[config.mk]
export PLATFORM = sky130hd
export DESIGN_NAME = mdio_mgmt_master
export DESIGN_NICKNAME = d
export VERILOG_FILES = /design/src/rtl/mdio_pkg.sv /design/src/rtl/mdio_clkdiv.sv /design/src/rtl/mdio_frame_eng.sv /design/src/rtl/mdio_mgmt_master.sv
export SDC_FILE = /design/constraint.sdc
export NUM_CORES = 1
export LEC_CHECK = 0
export BUFFER_PORTS_ARGS = -buffer_cell sky130_fd_sc_hd__buf_2
export CORE_ASPECT_RATIO = 0.6
export CORE_MARGIN = 2
export CORE_UTILIZATION = 63
export CTS_CLUSTER_SIZE = 20
export DETAILED_ROUTE_END_ITERATION = 6
export GPL_TIMING_DRIVEN = 0
export PLACE_DENSITY = 0.85
export SYNTH_ARGS = -nofsm -noshare
export SYNTH_HDL_FRONTEND = slang
export SYNTH_SLANG_ARGS = --single-unit
[constraint.sdc]
create_clock -name clk -period 2.9 [get_ports clk]
set_input_delay 0.29 -clock clk [delete_from_list [all_inputs] [get_ports clk]]
set_output_delay 0.29 -clock clk [all_outputs]
set_load 0.1 [all_outputs]
[src/rtl/mdio_pkg.sv]
package mdio_pkg;
  localparam int FRAME_BITS = 64;
  localparam int PRE_BITS   = 32;
  localparam int TA_POS     = 46;  // first turnaround bit index
  localparam int DATA_POS   = 48;  // first data bit index
  localparam int IDX_W      = $clog2(FRAME_BITS);

  localparam logic [2:0] RA_ADDR   = 3'd0;
  localparam logic [2:0] RA_WVAL   = 3'd1;
  localparam logic [2:0] RA_RVAL   = 3'd2;
  localparam logic [2:0] RA_STATUS = 3'd3;
  localparam logic [2:0] RA_CMD    = 3'd4;

  typedef struct packed {
    logic [4:0]  phy;
    logic [4:0]  reg_ad;
    logic [15:0] data;
    logic        is_wr;
    logic        scan;
  } mdio_req_t;
endpackage

[src/rtl/mdio_clkdiv.sv]
module mdio_clkdiv #(
  parameter int DIV = 4
) (
  input  logic clk,
  input  logic rst_n,
  output logic mdc,
  output logic rise_tick,
  output logic fall_tick
);
  localparam int HALF = DIV / 2;
  localparam int CW   = (HALF > 1) ? $clog2(HALF) : 1;

  logic [CW-1:0] cnt_q, cnt_d;
  logic          mdc_q, mdc_d;
  logic          tick;

  assign tick = (cnt_q == CW'(HALF - 1));

  always_comb begin
    cnt_d = tick ? '0 : cnt_q + 1'b1;
    mdc_d = tick ? ~mdc_q : mdc_q;
  end

  always_ff @(posedge clk or negedge rst_n) begin
    if (!rst_n) begin
      cnt_q <= '0;
      mdc_q <= 1'b0;
    end else begin
      cnt_q <= cnt_d;
      mdc_q <= mdc_d;
    end
  end

  assign mdc       = mdc_q;
  assign rise_tick = tick & ~mdc_q;
  assign fall_tick = tick & mdc_q;
endmodule

[src/rtl/mdio_frame_eng.sv]
module mdio_frame_eng
  import mdio_pkg::*;
(
  input  logic        clk,
  input  logic        rst_n,
  input  logic        rise_tick,
  input  logic        fall_tick,
  input  logic        req,
  input  mdio_req_t   req_info,
  output logic        take,
  output logic        done_rd,
  output logic        done_scan,
  output logic [15:0] rdata,
  output logic        running,
  output logic        mdio_o,
  output logic        mdio_oe,
  input  logic        mdio_i
);
  logic                  run_q, run_d;
  logic                  wr_q, wr_d;
  logic                  scan_q, scan_d;
  logic [IDX_W-1:0]      idx_q, idx_d;
  logic [FRAME_BITS-1:0] sh_q, sh_d;
  logic [15:0]           cap_q, cap_d;
  logic                  last, done;
  logic [FRAME_BITS-1:0] frame;

  assign last = run_q && (idx_q == IDX_W'(FRAME_BITS - 1));
  assign take = fall_tick && req && (!run_q || last);
  assign done = fall_tick && last;

  assign frame = {{PRE_BITS{1'b1}}, 2'b01,
                  req_info.is_wr ? 2'b01 : 2'b10,
                  req_info.phy, req_info.reg_ad,
                  req_info.is_wr ? 2'b10 : 2'b00,
                  req_info.is_wr ? req_info.data : 16'h0000};

  always_comb begin
    run_d  = run_q;
    wr_d   = wr_q;
    scan_d = scan_q;
    idx_d  = idx_q;
    sh_d   = sh_q;
    cap_d  = cap_q;
    if (rise_tick && run_q && !wr_q && idx_q >= IDX_W'(DATA_POS))
      cap_d = {cap_q[14:0], mdio_i};
    if (fall_tick) begin
      if (take) begin
        run_d  = 1'b1;
        wr_d   = req_info.is_wr;
        scan_d = req_info.scan;
        idx_d  = '0;
        sh_d   = frame;
      end else if (last) begin
        run_d = 1'b0;
        idx_d = '0;
        sh_d  = '0;
      end else if (run_q) begin
        idx_d = idx_q + 1'b1;
        sh_d  = {sh_q[FRAME_BITS-2:0], 1'b0};
      end
    end
  end

  always_ff @(posedge clk or negedge rst_n) begin
    if (!rst_n) begin
      run_q  <= 1'b0;
      wr_q   <= 1'b0;
      scan_q <= 1'b0;
      idx_q  <= '0;
      sh_q   <= '0;
      cap_q  <= '0;
    end else begin
      run_q  <= run_d;
      wr_q   <= wr_d;
      scan_q <= scan_d;
      idx_q  <= idx_d;
      sh_q   <= sh_d;
      cap_q  <= cap_d;
    end
  end

  assign done_rd   = done && !wr_q;
  assign done_scan = done && scan_q;
  assign rdata     = cap_q;
  assign running   = run_q;
  assign mdio_o    = run_q & sh_q[FRAME_BITS-1];
  assign mdio_oe   = run_q && (wr_q || idx_q < IDX_W'(TA_POS));
endmodule

[src/rtl/mdio_mgmt_master.sv]
module mdio_mgmt_master
  import mdio_pkg::*;
#(
  parameter int DIV = 4
) (
  input  logic        clk,
  input  logic        rst_n,
  input  logic        reg_wr,
  input  logic [2:0]  reg_addr,
  input  logic [31:0] reg_wdata,
  output logic [31:0] reg_rdata,
  output logic        mdc,
  output logic        mdio_o,
  output logic        mdio_oe,
  input  logic        mdio_i
);
  logic rise_tick, fall_tick;
  logic take, done_rd, done_scan, running;
  logic [15:0] eng_rdata;

  logic [4:0]  phy_q, phy_d, rga_q, rga_d;
  logic [15:0] wval_q, wval_d, rval_q, rval_d;
  logic        scan_q, scan_d, nvalid_q, nvalid_d;
  logic        pend_q, pend_d, pwr_q, pwr_d;
  logic        busy, cmd_wr, go_ok, req;
  mdio_req_t   req_info;
  logic        unused_hi;

  assign unused_hi = ^reg_wdata[31:16];

  mdio_clkdiv #(.DIV(DIV)) u_div (
    .clk(clk), .rst_n(rst_n), .mdc(mdc),
    .rise_tick(rise_tick), .fall_tick(fall_tick)
  );

  assign busy   = pend_q | running | scan_q;
  assign cmd_wr = reg_wr && (reg_addr == RA_CMD);
  assign go_ok  = cmd_wr && !busy && !reg_wdata[2] && (reg_wdata[0] | reg_wdata[1]);
  assign req    = pend_q | scan_q;

  always_comb begin
    req_info.phy    = phy_q;
    req_info.reg_ad = rga_q;
    req_info.data   = wval_q;
    req_info.is_wr  = !scan_q && pwr_q;
    req_info.scan   = scan_q;
  end

  mdio_frame_eng u_eng (
    .clk(clk), .rst_n(rst_n), .rise_tick(rise_tick), .fall_tick(fall_tick),
    .req(req), .req_info(req_info), .take(take), .done_rd(done_rd),
    .done_scan(done_scan), .rdata(eng_rdata), .running(running),
    .mdio_o(mdio_o), .mdio_oe(mdio_oe), .mdio_i(mdio_i)
  );

  always_comb begin
    phy_d    = phy_q;
    rga_d    = rga_q;
    wval_d   = wval_q;
    rval_d   = rval_q;
    scan_d   = scan_q;
    nvalid_d = nvalid_q;
    pend_d   = pend_q;
    pwr_d    = pwr_q;
    if (reg_wr && reg_addr == RA_ADDR) begin
      phy_d = reg_wdata[12:8];
      rga_d = reg_wdata[4:0];
    end
    if (reg_wr && reg_addr == RA_WVAL) wval_d = reg_wdata[15:0];
    if (done_rd) rval_d = eng_rdata;
    if (cmd_wr) scan_d = reg_wdata[2];
    if (take) pend_d = 1'b0;
    if (go_ok) begin
      pend_d = 1'b1;
      pwr_d  = reg_wdata[1];
    end
    if (done_scan) nvalid_d = 1'b0;
    if (cmd_wr && reg_wdata[2] && !scan_q) nvalid_d = 1'b1;
  end

  always_ff @(posedge clk or negedge rst_n) begin
    if (!rst_n) begin
      phy_q    <= '0;
      rga_q    <= '0;
      wval_q   <= '0;
      rval_q   <= '0;
      scan_q   <= 1'b0;
      nvalid_q <= 1'b0;
      pend_q   <= 1'b0;
      pwr_q    <= 1'b0;
    end else begin
      phy_q    <= phy_d;
      rga_q    <= rga_d;
      wval_q   <= wval_d;
      rval_q   <= rval_d;
      scan_q   <= scan_d;
      nvalid_q <= nvalid_d;
      pend_q   <= pend_d;
      pwr_q    <= pwr_d;
    end
  end

  always_comb begin
    case (reg_addr)
      RA_ADDR:   reg_rdata = {19'd0, phy_q, 3'd0, rga_q};
      RA_WVAL:   reg_rdata = {16'd0, wval_q};
      RA_RVAL:   reg_rdata = {16'd0, rval_q};
      RA_STATUS: reg_rdata = {29'd0, nvalid_q, scan_q, busy};
      RA_CMD:    reg_rdata = {29'd0, scan_q, 2'b00};
      default:   reg_rdata = 32'd0;
    endcase
  end
endmodule

==> impl_metrics.env <==
export IMPL_wl_per_cell_um=19.4
export IMPL_fmax_ghz=0.380
export IMPL_mostFrequentLayoutCell="dfrtp_1"
export IMPL_die_h_um=80.8
export IMPL_grt_max_degree=105
export IMPL_die_w_um=132
export IMPL_syn_area_um2=6190
export IMPL_fin_ws_ns=0.269
export IMPL_cts_tree="done"
export IMPL_cts_resized=0
export IMPL_period_share=0.907
export IMPL_finalPower_w=0.00465
export IMPL_finalHoldViolCount=0
export IMPL_drc=0
export IMPL_antennaDiodeCount=0
export IMPL_synthTopCellsByArea="dfrtp_1 (55%), mux2_2 (11%), a2bb2oi_1 (4.7%)"
export IMPL_hold_class="input port to flop"
export IMPL_root_buffer="clkbuf_16"
export IMPL_mostFrequentLayoutCells="dfrtp_1 (137), mux2_2 (63), buf_2 (51)"
export IMPL_fill_cells=571
export IMPL_drt_pass1_iter_count=5
export IMPL_dp_hpwl_um=9090
export IMPL_place_congestion=0.831
export IMPL_worstHoldPathCells=2
export IMPL_regArea_um2=3430
export IMPL_worstSetupStartpointType="input port"
export IMPL_drtAntennaViolNets=0
export IMPL_ys_ff_latch=137
export IMPL_switching_share=0.268
export IMPL_rsz0062_at_grt="no"
export IMPL_cts_sinks=137
export IMPL_cap_violations=0
export IMPL_r2r_cells=6
export IMPL_placed_area_um2=6660
export IMPL_antenna_found_initial=0
export IMPL_grt_busiest_layer="met2"
export IMPL_synth_top_area_share=0.554
export IMPL_vias_per_cell=6.15
export IMPL_postSynthCellCount=490
export IMPL_layout_cells_non_filler=709
export IMPL_grt_util_met3=0.0905
export IMPL_r2r_end="rval_q[11]"
export IMPL_cts_htree_levels=4
export IMPL_drive_above_1_share=0.325
export IMPL_max_slew_margin_rel=0.177
export IMPL_port_buffers=40
export IMPL_drtIter0Drc=431
export IMPL_finalCriticalPeriod_ns=2.63
export IMPL_grt_overflow=0
export IMPL_nNetsFinal=606
export IMPL_num_vias=4362
export IMPL_fin_worst_skew_ns=0.00943
export IMPL_start_util=0.662
export IMPL_num_io_pins=74
export IMPL_ys_types=52
export IMPL_avgSynthCellArea_um2=12.6
export IMPL_wirelength_um=13700
export IMPL_ir_worst_vdd_v=0.000476
export IMPL_reg2reg_slack_ns=0.53
export IMPL_async_reset_ff_frac=1.00
export IMPL_ys_seq_area_frac=0.554
export IMPL_clk_path_buf_depth=2
export IMPL_critPathArrivalTime_ns=2.34
export IMPL_fin_tns_setup_ns=0
export IMPL_synth_edff_count=0
export IMPL_grt_pass1_wl_um=22600
export IMPL_cts_made_buffers=17
export IMPL_grt_util_all_layers=0.278
export IMPL_clock_power_share=0.441
export IMPL_leakage_nw=3.33
export IMPL_clk_latency_ns=0.42
export IMPL_min_from="reg_wdata[13]"
export IMPL_setup_viol=0
export IMPL_dieArea_um2=10700
export IMPL_grtUsageMet1=0.402
export IMPL_worstHoldEndpoint="wval_q[13]"
export IMPL_dp_slack_ns=0.333
export IMPL_core_um2=9360
export IMPL_status="finished clean"
export IMPL_power_density_nw_per_um2=642
export IMPL_end_kind="output port"
export IMPL_clkTransAtPathRegs_ns=0.06
export IMPL_cp_max_fo=10
export IMPL_stdcell_area_um2=7240
export IMPL_r2r_start="u_eng.idx_q[1]"
export IMPL_pwr_share_seq=0.450
export IMPL_switchingPower_w=0.00124
export IMPL_fp_row_count=27
export IMPL_slew_violations=0
export IMPL_place_inst=676
export IMPL_synth_top_area_cell="dfrtp_1"
export IMPL_tightest_slew_ns=1.22
export IMPL_crit_required_ns=2.61
export IMPL_critPathKind="input port to output port"
export IMPL_grtUsageMet2=0.413
export IMPL_grt_pass1_vias=4376
export IMPL_ys_flop_type="dfrtp_1"
export IMPL_power_frac_comb=0.108
export IMPL_internal_power_w=0.00340
export IMPL_syn2layout_area_growth_pct=16.9
export IMPL_multiInputGateArea_um2=2510
export IMPL_ys_warnings_count=0
[per-layer routing]
| metal | up-vias | part of all wire |
|---|---|---|
| met5 | - | 0 |
| met4 | 0 | 0.0066 |
| met3 | 11 | 0.074 |
| met2 | 174 | 0.45 |
| met1 | 2231 | 0.47 |
| li1 | 1946 | - |
[state kept, by name, summed over array words and instances (netlist names), 5 cells and up]
register and count:
u_eng.idx_q 6, u_eng.sh_q 64, rga_q 5, rval_q 16
phy_q 5, u_eng.rdata 16, wval_q 16
[what timing repair did]
item                                   in CTS  in global routing
setup endpoints to repair                   0                  0
setup buffers                               0                  0
hold buffers                                1                  0
endpoints found under the hold margin      33                  0
[kinds of logic after synthesis]
group                      share of synthesized area
other                                       0.000605
DFF                                            0.554
and+or+nand+nor                               0.0812
xor gates and xnor gates                     0.00141
adders and majority gates                    0.00202
AOI/OAI and AO/OA                              0.168
muxes                                          0.140
buffers and inverters                         0.0533
[power groups by stage]
stage	Clock (W)	Sequential [W]	Combinational (W)
global route	0.00217	0.00210	0.000531
floorplan	0	0.00209	0.000395
finish	0.00205	0.00209	0.000504
detailed placement	0	0.00212	0.000500
CTS	0.00207	0.00209	0.000506
global placement	0	0.00212	0.000481
[worst max-delay path, stage by stage]
cell and delay [ns]:
clkbuf_1 0.40, buf_2 0.40, nor2b_1 0.53, a22oi_1 0.14, nor2_1 0.13, buf_2 0.44
[cells in the mapped netlist, types with 6 or more instances]
library cell,count
nand2_1,10
nor2_1,7
a22oi_1,6
mux2_2,63
dfrtp_1,137
buf_4,18
o21ai_0,39
clkbuf_1,22
a22o_1,6
mux2i_1,11
or2_2,8
a2bb2oi_1,33
a221o_1,28
and2_1,28
buf_2,12
a21oi_1,8
[through the flow]
step,hold slack [ns],utilization
6_report,0.101,0.773
5_1_grt,0.0957,0.773
4_1_cts,0.0891,0.773
3_5_place_dp,0.198,0.712
3_3_place_gp,0.478,0.708
2_1_floorplan,-0.00559,-
[worst max-delay path by stage]
stage	startpoint	endpoint	slack (ns)	cells after the start
final	reg_addr[1]	reg_rdata[13]	0.27	6
after global routing	reg_addr[1]	reg_rdata[6]	0.16	6
after CTS	scan_q	reg_rdata[0]	0.27	5
after detailed placement	reg_addr[1]	reg_rdata[13]	0.33	6
after global placement	rst_n	u_eng.sh_q[6]	-0.21	1
after floorplan	reg_addr[1]	reg_rdata[11]	0.06	5
[layout make-up]
type / instances / share of cell area
sequential: 137 / 0.474
multi-input combinational: 308 / 0.346
clock buffer: 20 / 0.0645
buffer: 55 / 0.0430
timing repair buffer: 42 / 0.0337
tap: 130 / 0.0225
clock inverter: 12 / 0.0138
inverter: 5 / 0.00259
Power figures use the tool's default switching activity.
